## config.mk

```make
export PLATFORM = sky130hd
export DESIGN_NAME = axi_burst_rd_resp
export DESIGN_NICKNAME = d
export VERILOG_FILES = /design/src/rtl/burst_rd_pkg.sv /design/src/rtl/burst_addr_gen.sv /design/src/rtl/rd_word_store.sv /design/src/rtl/axi_burst_rd_resp.sv
export SDC_FILE = /design/constraint.sdc
export NUM_CORES = 1
export LEC_CHECK = 0
export BUFFER_PORTS_ARGS = -buffer_cell sky130_fd_sc_hd__clkbuf_2
export CORE_ASPECT_RATIO = 0.7
export CORE_MARGIN = 2
export CORE_UTILIZATION = 38
export CTS_CLUSTER_DIAMETER = 50
export DETAILED_ROUTE_END_ITERATION = 8
export SYNTH_ARGS = -nofsm -noshare
export SYNTH_HDL_FRONTEND = slang
export SYNTH_HIERARCHICAL = 1
export SYNTH_SLANG_ARGS = --single-unit
```

## constraint.sdc

```tcl
create_clock -name clk -period 8.5 [get_ports clk]
set_input_delay 0.425 -clock clk [delete_from_list [all_inputs] [get_ports clk]]
set_output_delay 0.425 -clock clk [all_outputs]
set_load 0.005 [all_outputs]
```

## src/rtl/burst_rd_pkg.sv

```systemverilog
package burst_rd_pkg;

    typedef enum logic [1:0] {
        BT_FIXED = 2'b00,
        BT_INCR  = 2'b01,
        BT_WRAP  = 2'b10,
        BT_RSVD  = 2'b11
    } burst_kind_e;

    typedef enum logic {
        ST_WAIT_REQ  = 1'b0,
        ST_SEND_BEAT = 1'b1
    } rd_state_e;

    localparam logic [1:0] RESP_OKAY   = 2'b00;
    localparam logic [1:0] RESP_SLVERR = 2'b10;

endpackage

```

## src/rtl/burst_addr_gen.sv

```systemverilog
module burst_addr_gen
    import burst_rd_pkg::*;
#(
    parameter int ADDR_W = 16,
    parameter int LEN_W  = 8
) (
    input  logic [ADDR_W-1:0] cur_addr,
    input  logic [2:0]        beat_size,
    input  logic [LEN_W-1:0]  beat_len,
    input  burst_kind_e       kind,
    output logic [ADDR_W-1:0] next_addr
);

    logic [ADDR_W-1:0] step_bytes;
    logic [ADDR_W-1:0] step_mask;
    logic [ADDR_W-1:0] aligned;
    logic [ADDR_W-1:0] window;
    logic [ADDR_W-1:0] win_mask;
    logic [ADDR_W-1:0] stepped;

    always_comb begin
        step_bytes = ADDR_W'(1) << beat_size;
        step_mask  = step_bytes - ADDR_W'(1);
        aligned    = cur_addr & ~step_mask;
        stepped    = aligned + step_bytes;
        window     = step_bytes * (ADDR_W'(beat_len) + ADDR_W'(1));
        win_mask   = window - ADDR_W'(1);
        unique case (kind)
            BT_INCR: next_addr = stepped;
            BT_WRAP: next_addr = (cur_addr & ~win_mask) | (stepped & win_mask);
            default: next_addr = cur_addr;
        endcase
    end

endmodule

```

## src/rtl/rd_word_store.sv

```systemverilog
module rd_word_store
    import burst_rd_pkg::*;
#(
    parameter int DATA_W    = 32,
    parameter int ADDR_W    = 16,
    parameter int DEPTH     = 16,
    parameter int INIT_BASE = 16
) (
    input  logic [ADDR_W-1:0] addr,
    output logic [DATA_W-1:0] word,
    output logic [1:0]        status
);

    localparam int BYTES = DATA_W / 8;
    localparam int OFS   = $clog2(BYTES);
    localparam int IDX_W = (DEPTH > 1) ? $clog2(DEPTH) : 1;

    logic [DATA_W-1:0] table_q [DEPTH];

    for (genvar g = 0; g < DEPTH; g++) begin : g_word
        assign table_q[g] = DATA_W'(INIT_BASE + g);
    end

    logic [ADDR_W-1:0] word_idx;
    logic [IDX_W-1:0]  sel;
    logic              hit;

    always_comb begin
        word_idx = addr >> OFS;
        hit      = word_idx < ADDR_W'(DEPTH);
        sel      = word_idx[IDX_W-1:0];
        word     = hit ? table_q[sel] : '0;
        status   = hit ? RESP_OKAY : RESP_SLVERR;
    end

endmodule

```

## src/rtl/axi_burst_rd_resp.sv

```systemverilog
module axi_burst_rd_resp
    import burst_rd_pkg::*;
#(
    parameter int ID_W      = 4,
    parameter int ADDR_W    = 16,
    parameter int DATA_W    = 32,
    parameter int LEN_W     = 8,
    parameter int DEPTH     = 16,
    parameter int INIT_BASE = 16
) (
    input  logic              clk,
    input  logic              rst_n,
    input  logic              arvalid,
    output logic              arready,
    input  logic [ID_W-1:0]   arid,
    input  logic [ADDR_W-1:0] araddr,
    input  logic [LEN_W-1:0]  arlen,
    input  logic [2:0]        arsize,
    input  logic [1:0]        arburst,
    output logic              rvalid,
    input  logic              rready,
    output logic [ID_W-1:0]   rid,
    output logic [DATA_W-1:0] rdata,
    output logic [1:0]        rresp,
    output logic              rlast
);

    rd_state_e         state, nxt_state;
    logic [ID_W-1:0]   id_q;
    logic [ADDR_W-1:0] addr_q;
    logic [LEN_W-1:0]  len_q;
    logic [LEN_W-1:0]  cnt_q;
    logic [2:0]        size_q;
    burst_kind_e       kind_q;

    logic              accept;
    logic              beat_done;
    logic              final_beat;
    logic [ADDR_W-1:0] step_addr;
    logic [DATA_W-1:0] store_word;
    logic [1:0]        store_status;

    assign accept     = arvalid && arready;
    assign beat_done  = rvalid && rready;
    assign final_beat = (cnt_q == len_q);

    burst_addr_gen #(
        .ADDR_W (ADDR_W),
        .LEN_W  (LEN_W)
    ) u_addr_gen (
        .cur_addr  (addr_q),
        .beat_size (size_q),
        .beat_len  (len_q),
        .kind      (kind_q),
        .next_addr (step_addr)
    );

    rd_word_store #(
        .DATA_W    (DATA_W),
        .ADDR_W    (ADDR_W),
        .DEPTH     (DEPTH),
        .INIT_BASE (INIT_BASE)
    ) u_store (
        .addr   (addr_q),
        .word   (store_word),
        .status (store_status)
    );

    // next-state: accept, advance (stay), finish
    always_comb begin
        nxt_state = state;
        unique case (state)
            ST_WAIT_REQ:  if (accept) nxt_state = ST_SEND_BEAT;
            ST_SEND_BEAT: if (beat_done && final_beat) nxt_state = ST_WAIT_REQ;
            default:      nxt_state = ST_WAIT_REQ;
        endcase
    end

    always_ff @(posedge clk) begin
        if (!rst_n) state <= ST_WAIT_REQ;
        else        state <= nxt_state;
    end

    always_ff @(posedge clk) begin
        if (!rst_n) begin
            id_q   <= '0;
            addr_q <= '0;
            len_q  <= '0;
            cnt_q  <= '0;
            size_q <= '0;
            kind_q <= BT_FIXED;
        end else if (accept) begin
            id_q   <= arid;
            addr_q <= araddr;
            len_q  <= arlen;
            cnt_q  <= '0;
            size_q <= arsize;
            kind_q <= burst_kind_e'(arburst);
        end else if (beat_done && !final_beat) begin
            addr_q <= step_addr;
            cnt_q  <= cnt_q + LEN_W'(1);
        end
    end

    always_comb begin
        arready = 1'b0;
        rvalid  = 1'b0;
        unique case (state)
            ST_WAIT_REQ:  arready = 1'b1;
            ST_SEND_BEAT: rvalid  = 1'b1;
            default:      arready = 1'b0;
        endcase
        rid   = id_q;
        rlast = rvalid && final_beat;
        if (kind_q == BT_RSVD) begin
            rdata = '0;
            rresp = RESP_SLVERR;
        end else begin
            rdata = rvalid ? store_word : '0;
            rresp = store_status;
        end
    end

endmodule

```

======== Yosys cells after proc, flatten, opt, wreduce, memory -nomap -nowiden ========
Memories as Yosys holds them, arrays and structs flattened.
Cells that the tools add are included.
storage, ports and cells
  register bits after elaboration ......... 42
  bits in read-only memories .............. 512
  input port bits ......................... 37
  output and inout bits ................... 41
  logic and storage cells ................. 55
  memories ................................ 1
memories
  name             words  width  rd ports  clocked after Yosys merged registers in  wr ports  RTL line             text
  (no name shown)  16     32     1         0                                        0         rd_word_store.sv:32  word = hit ? table_q[sel] : '0;
operators by class
  $add $sub $neg .......................... 5
  multipliers ............................. 1
  $lt $le $gt $ge ......................... 2
  equality and inequality tests ........... 4
  shift operators ......................... 1
  multiplexer cells ....................... 15
  bitwise logic cells ..................... 9
  reductions and logical operators ........ 10
operators by type and width
  operator               count
  $mux 32                5
  $and 16x16->16         3
  $mux 16                2
  $not 16->16            2
  $pmux 16 s2            1
  $sub 16x1->16 const B  2
  $add 16x16->16         1
  $mul 16x16->16         1
  $or 16x16->16          1
  $shl 1x3->16 const A   1
  $lt 14x5->1 const B    1
  $add 8x1->9 const B    1
  $add 8x1->8 const B    1
  $eq 8x8->1             1
  $ge 5x5->1 const B     1
  $logic_and 1x1->1      5
  $not 4->5              1
  $eq 2x2->1 const B     2
  $mux 1                 4
  $mux 2                 2
  $reduce_bool 3->1      1
  $eq 2x1->1 const B     1
  $not 1->1              2
  $pmux 1 s2             1
  other kinds (4)        4

======== Logic depth before layout (Yosys ltp) ========
Gate-level depths: netlist of run 1.
  word-level depth ........................ 10
  mapped depth ............................ 27
  depth with buffers taken out ............ 24

======== By module ========
The synthesis of run 1 kept the hierarchy.
by module, submodules not included
  module             times used  cells an instance  area each (µm²)  sequential area each (µm²)
  burst_addr_gen     1           550                4055.1           0.0
  axi_burst_rd_resp  1           248                2074.5           840.8
  rd_word_store      1           45                 297.8            0.0

======== Worst setup path before layout of run 1 ========
Ideal clock, no wire load.
  path kind ............................... register -> register
  start ................................... register size_q[0]
  end ..................................... register addr_q[15]
  library setup time ...................... 0.133 ns
  arrival time ............................ 6.069 ns
  required time ........................... 8.367 ns
  path slack .............................. 2.298 ns
  stages on the path, launching flop included .. 25
  path buffers ............................ 4
  period minus slack after synthesis ...... 6.202 ns
  path through ............................ dfxtp_1 buf_2 clkbuf_1 clkbuf_1 buf_1 nand2_1 or2_2 fa_1 inv_1 fa_1 fa_1 fa_1 inv_1 fa_1 inv_1 ha_1 or3_1 o211ai_1 nand3_1 a31o_1 a211oi_1 or3_1 nand3_1 mux2i_1 a21oi_1
on the way
  word-level cells in the longest chain between the ends .. 10
  elaborated cells between the ends (all ways) .. 14
  classes of those cells .................. add/sub: 3; mul: 1; shift: 1; mux: 3; bitwise: 6
RTL lines
  what                                                    RTL line                  text
  from (decl)                                             axi_burst_rd_resp.sv:33   logic [2:0] size_q;
  from (signal assigned)                                  axi_burst_rd_resp.sv:97   size_q <= arsize;
  $shl 1x3->16 *                                          burst_addr_gen.sv:22      step_bytes = ADDR_W'(1) << beat_size;
  branches (longest 6 deep; another with $mul 16x16->16)  -
  $pmux 16 s2 *                                           burst_addr_gen.sv:28      unique case (kind)
  named net step_addr[15]                                 axi_burst_rd_resp.sv:39   logic [ADDR_W-1:0] step_addr;
  $mux 16 *                                               axi_burst_rd_resp.sv:99   end else if (beat_done && !final_beat) begin
  $mux 16 *                                               axi_burst_rd_resp.sv:92   end else if (accept) begin
  to (signal assigned)                                    axi_burst_rd_resp.sv:94   addr_q <= araddr;
  to (signal assigned)                                    axi_burst_rd_resp.sv:100  addr_q <= step_addr;
  to (decl)                                               axi_burst_rd_resp.sv:30   logic [ADDR_W-1:0] addr_q;
Mark *: on every way through the listed nets, which the timed path passes. The select of a mux whose other input is x is not followed.
A chain may end at the register's enable or synchronous reset.

======== Final worst setup path of run 1 ========
  start ................................... register size_q[2]
  end ..................................... register addr_q[15]
Same word-level chain as after synthesis.

==> run_results.csv, run 1 <==
group,metric,value,unit
outcome,run_status,"complete, no violations",
routing,vias,5573,
die,coreArea,16400,sq um
clocking,cts_buffer_depth,2,
placement,hpwl,13.6,mm
clocking,clockRootBuffer,"clkbuf_16",
sta,slew_headroom,41.1,%
critical_path,required,8.66,ns
synthesis,synth_top_family_by_area,"adder cells",
die,initial_core_util,39.1,%
synthesis,yosysSeqAreaShare,13.1,%
routing,wl_per_cell,16.0,um
synthesis,synth_compound_area_share,16.8,%
pwr,powerDensity,122,nW/um^2
clocking,tritoncts,"yes",
routing,dr.pass1.iters,5,
global_route,grt_pass1_wl,28.0,mm
routing,ant_nets,0,
critical_path,end_kind,"register",
synthesis,synthAdderAreaFrac,24.6,%
cells_and_area,nets,994,
synthesis,synth_warnings,6,
clocking,holdBufCountCts,0,
synthesis,yosys.area_share.xor_xnor,6.27,%
pwr,vdd_drop_max,73.7,uV
sta,clock_skew,0.00530,ns
synthesis,syn-cell-area,6430,sq um
die,rows,39,
clocking,htreeDepth,2,
cells_and_area,area_growth,6.62,%
sta,final-hold-violation-count,0,
global_route,grt_max_degree,51,
routing,drc,0,
critical_path,critPathMaxFanout,24,
global_route,antenna_found_initial,0,
sta,finalSetupViolCount,0,
global_route,overflow,0,
sta,finalCriticalPeriod,6.64,ns
clocking,clkSinkCount,42,
placement,dp.cells,1076,
clocking,post_cts_resize_count,0,
critical_path,cp-start-kind,"register",
synthesis,ys_ff_latch,42,
clocking,path_clk_slew,0.07,ns
sta,fin_setup_tns,0,ns
global_route,grt_use_total,19.2,%
cells_and_area,fin_area,6850,sq um
clocking,worstSkewPairLatency,0.29,ns
clocking,numCtsBuffers,5,
critical_path,reg2reg_depth,23,
synthesis,synthSimpleGateAreaFrac,24.3,%
sta,worst_pin_slew,0.877,ns
synthesis,yosys-mux-area-fraction,3.66,%
min_path,hold_path_class,"in -> reg",
placement,port_buffers,49,
die,die_h,113,um
critical_path,arrival,6.80,ns
synthesis,synthCells,843,
die,pin_count,78,
critical_path,critical_path_class,"reg -> reg",
synthesis,syn_area_per_cell,7.62,sq um
pwr,leakage,3.07,nW
synthesis,synth_flop_cell,"dfxtp_1",
sta,fin_crit_sh,78.1,%
cells_and_area,drive_gt1_share,9.20,%
routing,drt_first_iter_violations,445,
synthesis,synthDistinctLibCells,72,
synthesis,synth-edff-count,0,
job,drv_cap,0,
clocking,post_cts_buffers,0,
sta,rsz0062_at_grt,"no",
routing,drt-total-wl,17.3,mm
routing,vias_per_cell,5.14,
synthesis,async_flop_share,0,%
die,die_w,159,um
cells_and_area,finalNonFillerCells,1084,
sta,report.final.slew_viol_count,0,
die,die-area,18000,sq um
min_path,holdPathStages,3,
placement,globalplace.congestion,0.890,
placement,place_area,6700,sq um
global_route,grt_pass1_vias,5267,
cells_and_area,diodes,0,
sta,fmax,151,MHz
[state kept, by name, indices dropped and copies added (netlist names)]
signal / cells
state: 1
kind_q: 2
len_q: 8
size_q: 3
rid: 4
cnt_q: 8
addr_q: 16
[cell type report]
cell class	instances	area [sq um]
fillers	1717	9590
well taps	225	282
clock buffers	7	143
clock inverters	1	8.76
multi-input cells	668	4970
flip-flops and latches	42	841
repair buffers	55	290
inverters	86	323
[cells by family after synthesis]
logic type / count (synthesis)
compound gates: 161
xor+xnor: 46
fa+ha+maj: 99
buf+inv: 160
flops: 42
mux: 23
other cells: 1
simple gates: 311
[synthesized netlist by cell type, types with 3 or more instances]
cell type	count	area [sq um]
a211oi_1	6	45.0
a21boi_0	18	135
a21o_1	6	45.0
a21oi_1	43	215
a32o_1	4	40.0
and2_1	7	43.8
and3_1	44	275
buf_1	4	15.0
buf_2	7	35.0
buf_4	28	210
clkbuf_1	34	128
dfxtp_1	42	841
fa_1	46	921
ha_1	53	663
inv_1	86	323
mux2i_1	22	220
nand2_1	103	387
nand2b_1	15	93.8
nand3_1	19	95.1
nand3b_1	4	30.0
nor2_1	61	229
nor2b_1	7	43.8
nor3_1	14	70.1
nor4_1	4	25.0
o211ai_1	3	22.5
o21a_1	8	60.1
o21ai_0	35	175
o21ai_1	4	20.0
o31ai_1	5	37.5
o41ai_1	3	26.3
or3_1	7	43.8
or3b_1	3	26.3
or4_1	3	22.5
xnor2_1	25	219
xor2_1	21	184
[per-layer routing]
layer / vias up / share of wire, % / track usage [%]
li1: 2819 / - / -
met2: 167 / 40 / 27.6
met3: 4 / 7.4 / 4.62
met1: 2583 / 52 / 30.0
met4: 0 / 0.33 / 1.58
met5: - / 0 / 0
[final timing paths]
kind	startpoint	to	slack [ns]
worst max-delay path	size_q[2]$_SDFFE_PN0P_	addr_q[15]$_SDFFE_PN0P_	1.86
worst min-delay path	arid[0]	rid[0]$_SDFFE_PN0P_	0.37
worst max register to register	size_q[2]$_SDFFE_PN0P_	addr_q[15]$_SDFFE_PN0P_	1.86
worst min register to register	rid[3]$_SDFFE_PN0P_	rid[3]$_SDFFE_PN0P_	0.47
[through the flow]
step	total power, W	setup slack, ns	util (%)	hold slack, ns
6_report	0.000835	1.86	41.7	0.366
5_1_grt	0.000898	1.47	41.7	0.375
4_1_cts	0.000834	1.88	41.7	0.363
3_5_place_dp	0.000629	1.89	40.8	0.470
3_3_place_gp	0.000628	1.96	40.8	0.460
2_1_floorplan	0.000544	2.30	-	0.454
[power breakdown]
group | total (W) | leakage (nW) | switching, W | internal [W]
clock | 0.000204 | 0.0745 | 0.0000855 | 0.000118
combinational | 0.000393 | 2.66 | 0.000233 | 0.000160
sequential | 0.000238 | 0.345 | 0.0000284 | 0.000209
[critical path: stages, from the launching register on]
cell and delay, ns:
dfxtp_1 0.77, nand2b_1 0.26, nor2_1 0.52, nand2_1 0.18, fa_1 0.53, inv_1 0.05
fa_1 0.50, inv_1 0.05, fa_1 0.47, inv_1 0.05, fa_1 0.53, inv_1 0.05
fa_1 0.52, inv_1 0.04, ha_1 0.23, or3_1 0.39, o211ai_1 0.24, nand3_1 0.16
a31o_1 0.24, a211oi_1 0.29, or3_1 0.15, nand3_1 0.07, mux2i_1 0.14, a21oi_1 0.07
[placed cells by master (no fill, tap or decap), types with 25 or more instances in the layout]
master	count
inv_1	86
conb_1	28
and3_1	44
ha_1	53
a21oi_1	43
nand2_1	103
o21ai_0	35
fa_1	46
dfxtp_1	42
nor2_1	61
xnor2_1	25
clkbuf_2	49
(Power assumes the default switching activity.)
==> inputs of run 2 (changes only) <==
Clock period 8.5 ns to 5.7 ns, I/O delays scaled along.
==> run_results.csv, run 2 (same netlist as run 1, synthesis figures left out) <==
group,metric,value,unit
routing,vias,5812,
critical_path,cp-start-kind,"register",
sta,slew_headroom,40.1,%
routing,drt_first_iter_violations,443,
pwr,seqPwrFrac,24.0,%
min_path,min-delay-start,"arlen[3]",
sta,final-hold-violation-count,0,
routing,vias_per_cell,5.06,
routing,dr.pass1.iters,5,
min_path,hold_path_class,"in -> reg",
pwr,p_int,0.000853,W
cells_and_area,drive_gt1_share,23.3,%
sta,fmax,178,MHz
clocking,worstSkewPairLatency,0.30,ns
critical_path,end_kind,"register",
min_path,holdPathStages,3,
pwr,clkPwrFrac,24.2,%
critical_path,r2r_end,"addr_q[11]$_SDFFE_PN0P_",
die,die_h,113,um
die,coreArea,16400,sq um
critical_path,r2r_start,"len_q[0]$_SDFFE_PN0P_",
placement,globalplace.congestion,0.868,
job,drv_cap,0,
clocking,clkSinkCount,42,
die,die_w,159,um
pwr,vdd_drop_max,132,uV
sta,rsz0062_at_grt,"yes",
die,rows,39,
cells_and_area,regMostFlops,"addr_q",
sta,clock_skew,0.0118,ns
routing,drc,0,
sta,finalCriticalPeriod,5.62,ns
sta,report.final.slew_viol_count,0,
clocking,path_clk_slew,0.08,ns
critical_path,critical_path_class,"reg -> reg",
clocking,holdBufCountCts,0,
critical_path,critPathMaxFanout,7,
global_route,overflow,0,
cells_and_area,finalNonFillerCells,1148,
sta,worst_pin_slew,0.899,ns
critical_path,required,5.94,ns
clocking,htreeDepth,2,
clocking,cts_buffer_depth,2,
outcome,run_status,"complete, no violations",
cells_and_area,final_common_cell,"nand2_1",
die,initial_core_util,39.1,%
placement,port_buffers,49,
cells_and_area,area_growth,21.0,%
placement,pre_cts_slack,-0.158,ns
clocking,numCtsBuffers,5,
critical_path,regToRegSetupSlack,0.08,ns
placement,dp.cells,1130,
pwr,powerDensity,185,nW/um^2
critical_path,reg2reg_depth,23,
cells_and_area,final_cell_mix,"98 x nand2_1, 78 x inv_1, 65 x buf_4",
global_route,grt_pass1_vias,5589,
pwr,p_sw,0.000587,W
global_route,antenna_found_initial,0,
sta,finalSetupViolCount,0,
global_route,grt_max_degree,44,
clocking,clockRootBuffer,"clkbuf_16",
clocking,tritoncts,"yes",
critical_path,arrival,5.86,ns
routing,drt-total-wl,18.2,mm
sta,fin_setup_tns,0,ns
sta,fin_crit_sh,98.7,%
die,die-area,18000,sq um
cells_and_area,nets,1058,
pwr,leakage,3.47,nW
routing,wl_per_cell,15.9,um
die,pin_count,78,
sta,fin_ws,0.0750,ns
cells_and_area,reg_top3,"addr_q: 16 flops, cnt_q: 8 flops, len_q: 8 flops",
pwr,switching_share,40.7,%
cells_and_area,diodes,0,
cells_and_area,largest_reg_flops,16,
placement,hpwl,14.2,mm
critical_path,critPathLaunch,"len_q[0]$_SDFFE_PN0P_",
pwr,combPwrFrac,51.8,%
sta,whs,0.214,ns
global_route,grt_use_total,20.0,%
routing,ant_nets,0,
min_path,whs_endpoint,"len_q[3]$_SDFFE_PN0P_",
global_route,grt_pass1_wl,29.5,mm
-- run 2: changes by cell type in the layout (fill, tap and decap cells not counted), sizes merged --
cell,before,now
buf,6,69
bufinv,0,1
clkbuf,56,55
clkinv,0,1
-- run 2: layout make-up --
type | count | area [sq um]
Multi-Input combinational cell | 668 | 5360
Tap cell | 225 | 282
Clock inverter | 3 | 43.8
Clock buffer | 5 | 125
Timing Repair Buffer | 119 | 783
Inverter | 86 | 323
Sequential cell | 42 | 860
Fill cell | 1649 | 8670
-- run 2: routing by layer --
metal / share of wire [%] / GRT usage [%] / vias to the layer above
li1: - / - / 2942
met5: 0 / 0 / -
met1: 51 / 31.2 / 2673
met2: 41 / 29.6 / 193
met3: 7.1 / 4.07 / 4
met4: 0.18 / 1.33 / 0
-- run 2: through the flow --
step | utilization (%) | total power, W | instance area [sq um]
finish | 47.3 | 0.00144 | 7780
global route | 47.3 | 0.00155 | 7780
CTS | 45.7 | 0.00138 | 7520
detailed placement | 43.5 | 0.00101 | 7150
global placement | 43.5 | 0.00101 | 7150
floorplan | - | 0.000821 | 6610
-- run 2: worst max-delay path by stage --
| stage | to | depth (start not counted) |
|---|---|---|
| after detailed placement | addr_q[11]$_SDFFE_PN0P_ | 23 |
| after floorplan | addr_q[11]$_SDFFE_PN0P_ | 24 |
| after global routing | addr_q[11]$_SDFFE_PN0P_ | 25 |
| final | addr_q[11]$_SDFFE_PN0P_ | 23 |
| after CTS | addr_q[11]$_SDFFE_PN0P_ | 25 |
| after global placement | addr_q[15]$_SDFFE_PN0P_ | 23 |
-- run 2: critical path, stage by stage, from the launching register on --
cell	delay (ns)
dfxtp_2	0.36
buf_6	0.12
nand2_1	0.06
nor2_2	0.17
xnor2_2	0.15
buf_4	0.19
nor2_2	0.06
fa_1	0.60
ha_4	0.22
fa_1	0.49
fa_1	0.55
inv_2	0.06
fa_1	0.49
inv_1	0.04
ha_2	0.16
or3_4	0.38
o211ai_1	0.29
nand2_1	0.11
xor2_1	0.17
a21oi_1	0.08
or4_1	0.45
a2bb2oi_2	0.15
mux2i_1	0.08
a21oi_1	0.15
-- run 2: timing repair --
action	CTS	global route
gates resized for setup	33	48
endpoints found under the setup margin	5	9
pin swaps	28	40
setup buffers	8	2
cloned	0	0
-- run 2: power groups by stage --
| stage | clock, W | sequential [W] | combinational, W |
|---|---|---|---|
| 6_report | 0.000349 | 0.000346 | 0.000745 |
| 5_1_grt | 0.000366 | 0.000350 | 0.000832 |
| 4_1_cts | 0.000352 | 0.000345 | 0.000685 |
| 3_5_place_dp | 0 | 0.000350 | 0.000659 |
| 3_3_place_gp | 0 | 0.000350 | 0.000659 |
| 2_1_floorplan | 0 | 0.000338 | 0.000483 |
==> inputs of run 3 (changes only) <==
Settings changed: RECOVER_POWER from default to 100.
==> run_results.csv, run 3 (same netlist as run 1, synthesis figures left out) <==
group,metric,value,unit
pwr,p_sw,0.000586,W
critical_path,cp-start-kind,"register",
outcome,run_status,"complete, no violations",
die,rows,39,
routing,dr.pass1.iters,5,
die,initial_core_util,39.1,%
cells_and_area,final_util,47.2,%
min_path,hold_path_class,"in -> reg",
cells_and_area,final_cell_mix,"98 x nand2_1, 78 x inv_1, 65 x buf_4",
cells_and_area,diodes,0,
critical_path,required,5.94,ns
sta,clock_skew,0.0134,ns
die,coreArea,16400,sq um
sta,whs,0.215,ns
global_route,antenna_found_initial,0,
critical_path,endpoint,"addr_q[11]$_SDFFE_PN0P_",
die,die-area,18000,sq um
pwr,vdd_drop_max,131,uV
die,die_h,113,um
sta,finalSetupViolCount,0,
critical_path,critical_path_class,"reg -> reg",
placement,globalplace.congestion,0.868,
routing,drc,0,
sta,slew_headroom,39.1,%
cells_and_area,reg_top3,"addr_q: 16 flops, cnt_q: 8 flops, len_q: 8 flops",
placement,hpwl,14.2,mm
sta,rsz0062_at_grt,"yes",
critical_path,regToRegSetupSlack,0.08,ns
pwr,seqPwrFrac,24.0,%
cells_and_area,drive_gt1_share,23.0,%
pwr,powerDensity,185,nW/um^2
cells_and_area,nets,1058,
sta,fmax,178,MHz
global_route,grt_pass1_vias,5589,
placement,place_area,7150,sq um
clocking,clockRootBuffer,"clkbuf_16",
critical_path,critPathMaxFanout,7,
die,die_w,159,um
sta,finalCriticalPeriod,5.62,ns
cells_and_area,area_growth,20.9,%
critical_path,arrival,5.86,ns
global_route,grt_max_degree,44,
placement,port_buffers,49,
cells_and_area,regMostFlops,"addr_q",
die,pin_count,78,
cells_and_area,final_common_cell,"nand2_1",
pwr,leakage,3.46,nW
clocking,clkSinkCount,42,
pwr,combPwrFrac,51.7,%
job,drv_cap,0,
cells_and_area,fin_area,7770,sq um
critical_path,reg2reg_depth,23,
clocking,numCtsBuffers,5,
sta,fin_crit_sh,98.7,%
routing,ant_nets,0,
routing,vias_per_cell,5.08,
clocking,cts_buffer_depth,2,
sta,worst_pin_slew,0.906,ns
global_route,grt_use_total,20.0,%
clocking,path_clk_slew,0.08,ns
critical_path,r2r_end,"addr_q[11]$_SDFFE_PN0P_",
global_route,grt_pass1_wl,29.5,mm
routing,drt-total-wl,18.2,mm
sta,fin_ws,0.0763,ns
pwr,switching_share,40.7,%
pwr,p_int,0.000853,W
placement,pre_cts_slack,-0.158,ns
critical_path,end_kind,"register",
routing,drt_first_iter_violations,426,
cells_and_area,largest_reg_flops,16,
global_route,overflow,0,
critical_path,r2r_start,"len_q[0]$_SDFFE_PN0P_",
clocking,tritoncts,"yes",
routing,vias,5827,
pwr,clkPwrFrac,24.3,%
clocking,htreeDepth,2,
routing,wl_per_cell,15.8,um
critical_path,critPathLaunch,"len_q[0]$_SDFFE_PN0P_",
sta,report.final.slew_viol_count,0,
sta,final-hold-violation-count,0,
min_path,holdPathStages,3,
clocking,worstSkewPairLatency,0.30,ns
==> run 3: timing repair <==
item,in CTS,in global routing
buffers inserted,8,2
endpoints found under the setup margin,5,9
hold buffers,0,0
pin swaps,28,40
gates resized for setup,33,48
==> run 3: critical path, stage by stage (launching register included) <==
cell       delay [ns]
dfxtp_2          0.36
buf_6            0.12
nand2_1          0.06
nor2_2           0.17
xnor2_2          0.15
buf_4            0.19
nor2_2           0.06
fa_1             0.59
ha_4             0.22
fa_1             0.49
fa_1             0.55
inv_2            0.06
fa_1             0.49
inv_1            0.04
ha_2             0.16
or3_4            0.38
o211ai_1         0.29
nand2_1          0.11
xor2_1           0.17
a21oi_1          0.08
or4_1            0.45
a2bb2oi_2        0.15
mux2i_1          0.08
a21oi_1          0.15
==> run 3: worst min-delay path by stage <==
stage	start	slack (ns)	endpoint
after floorplan	arsize[0]	0.42	size_q[0]$_SDFFE_PN0P_
after global placement	rid[3]$_SDFFE_PN0P_	0.45	rid[3]$_SDFFE_PN0P_
after detailed placement	rid[1]$_SDFFE_PN0P_	0.46	rid[1]$_SDFFE_PN0P_
after CTS	arlen[3]	0.21	len_q[3]$_SDFFE_PN0P_
after global routing	arlen[3]	0.24	len_q[3]$_SDFFE_PN0P_
final	arlen[3]	0.21	len_q[3]$_SDFFE_PN0P_
==> run 3: cell type report <==
cell class              count  area [sq um]
fillers                  1649          8680
well taps                 225           282
multi-input cells         668          5360
flip-flops and latches     42           860
clock inverters             3          43.8
clock buffers               5           125
repair buffers            119           781
inverters                  86           323
==> run 3: per-stage QoR <==
step	instances	setup TNS (ns)	total power, W
finish	1148	0	0.00144
global route	1148	-0.458	0.00155
CTS	1146	0	0.00138
detailed placement	1130	-0.482	0.00101
global placement	1130	-0.215	0.00101
floorplan	870	0	0.000821
==> run 3: per-layer routing <==
metal / part of all wire [%] / up-vias / GRT usage (%) / wire length [um]
met3: 7.2 / 4 / 4.07 / 1310
li1: - / 2943 / - / -
met4: 0.18 / 0 / 1.33 / 32
met5: 0 / - / 0 / 0
met2: 41 / 182 / 29.6 / 7540
met1: 51 / 2698 / 31.2 / 9300
==> run 3: power by group through the flow <==
stage / Combinational, W / Clock [W] / Sequential (W)
global placement: 0.000659 / 0 / 0.000350
detailed placement: 0.000659 / 0 / 0.000350
CTS: 0.000685 / 0.000352 / 0.000345
floorplan: 0.000483 / 0 / 0.000338
global route: 0.000831 / 0.000366 / 0.000350
finish: 0.000744 / 0.000349 / 0.000346
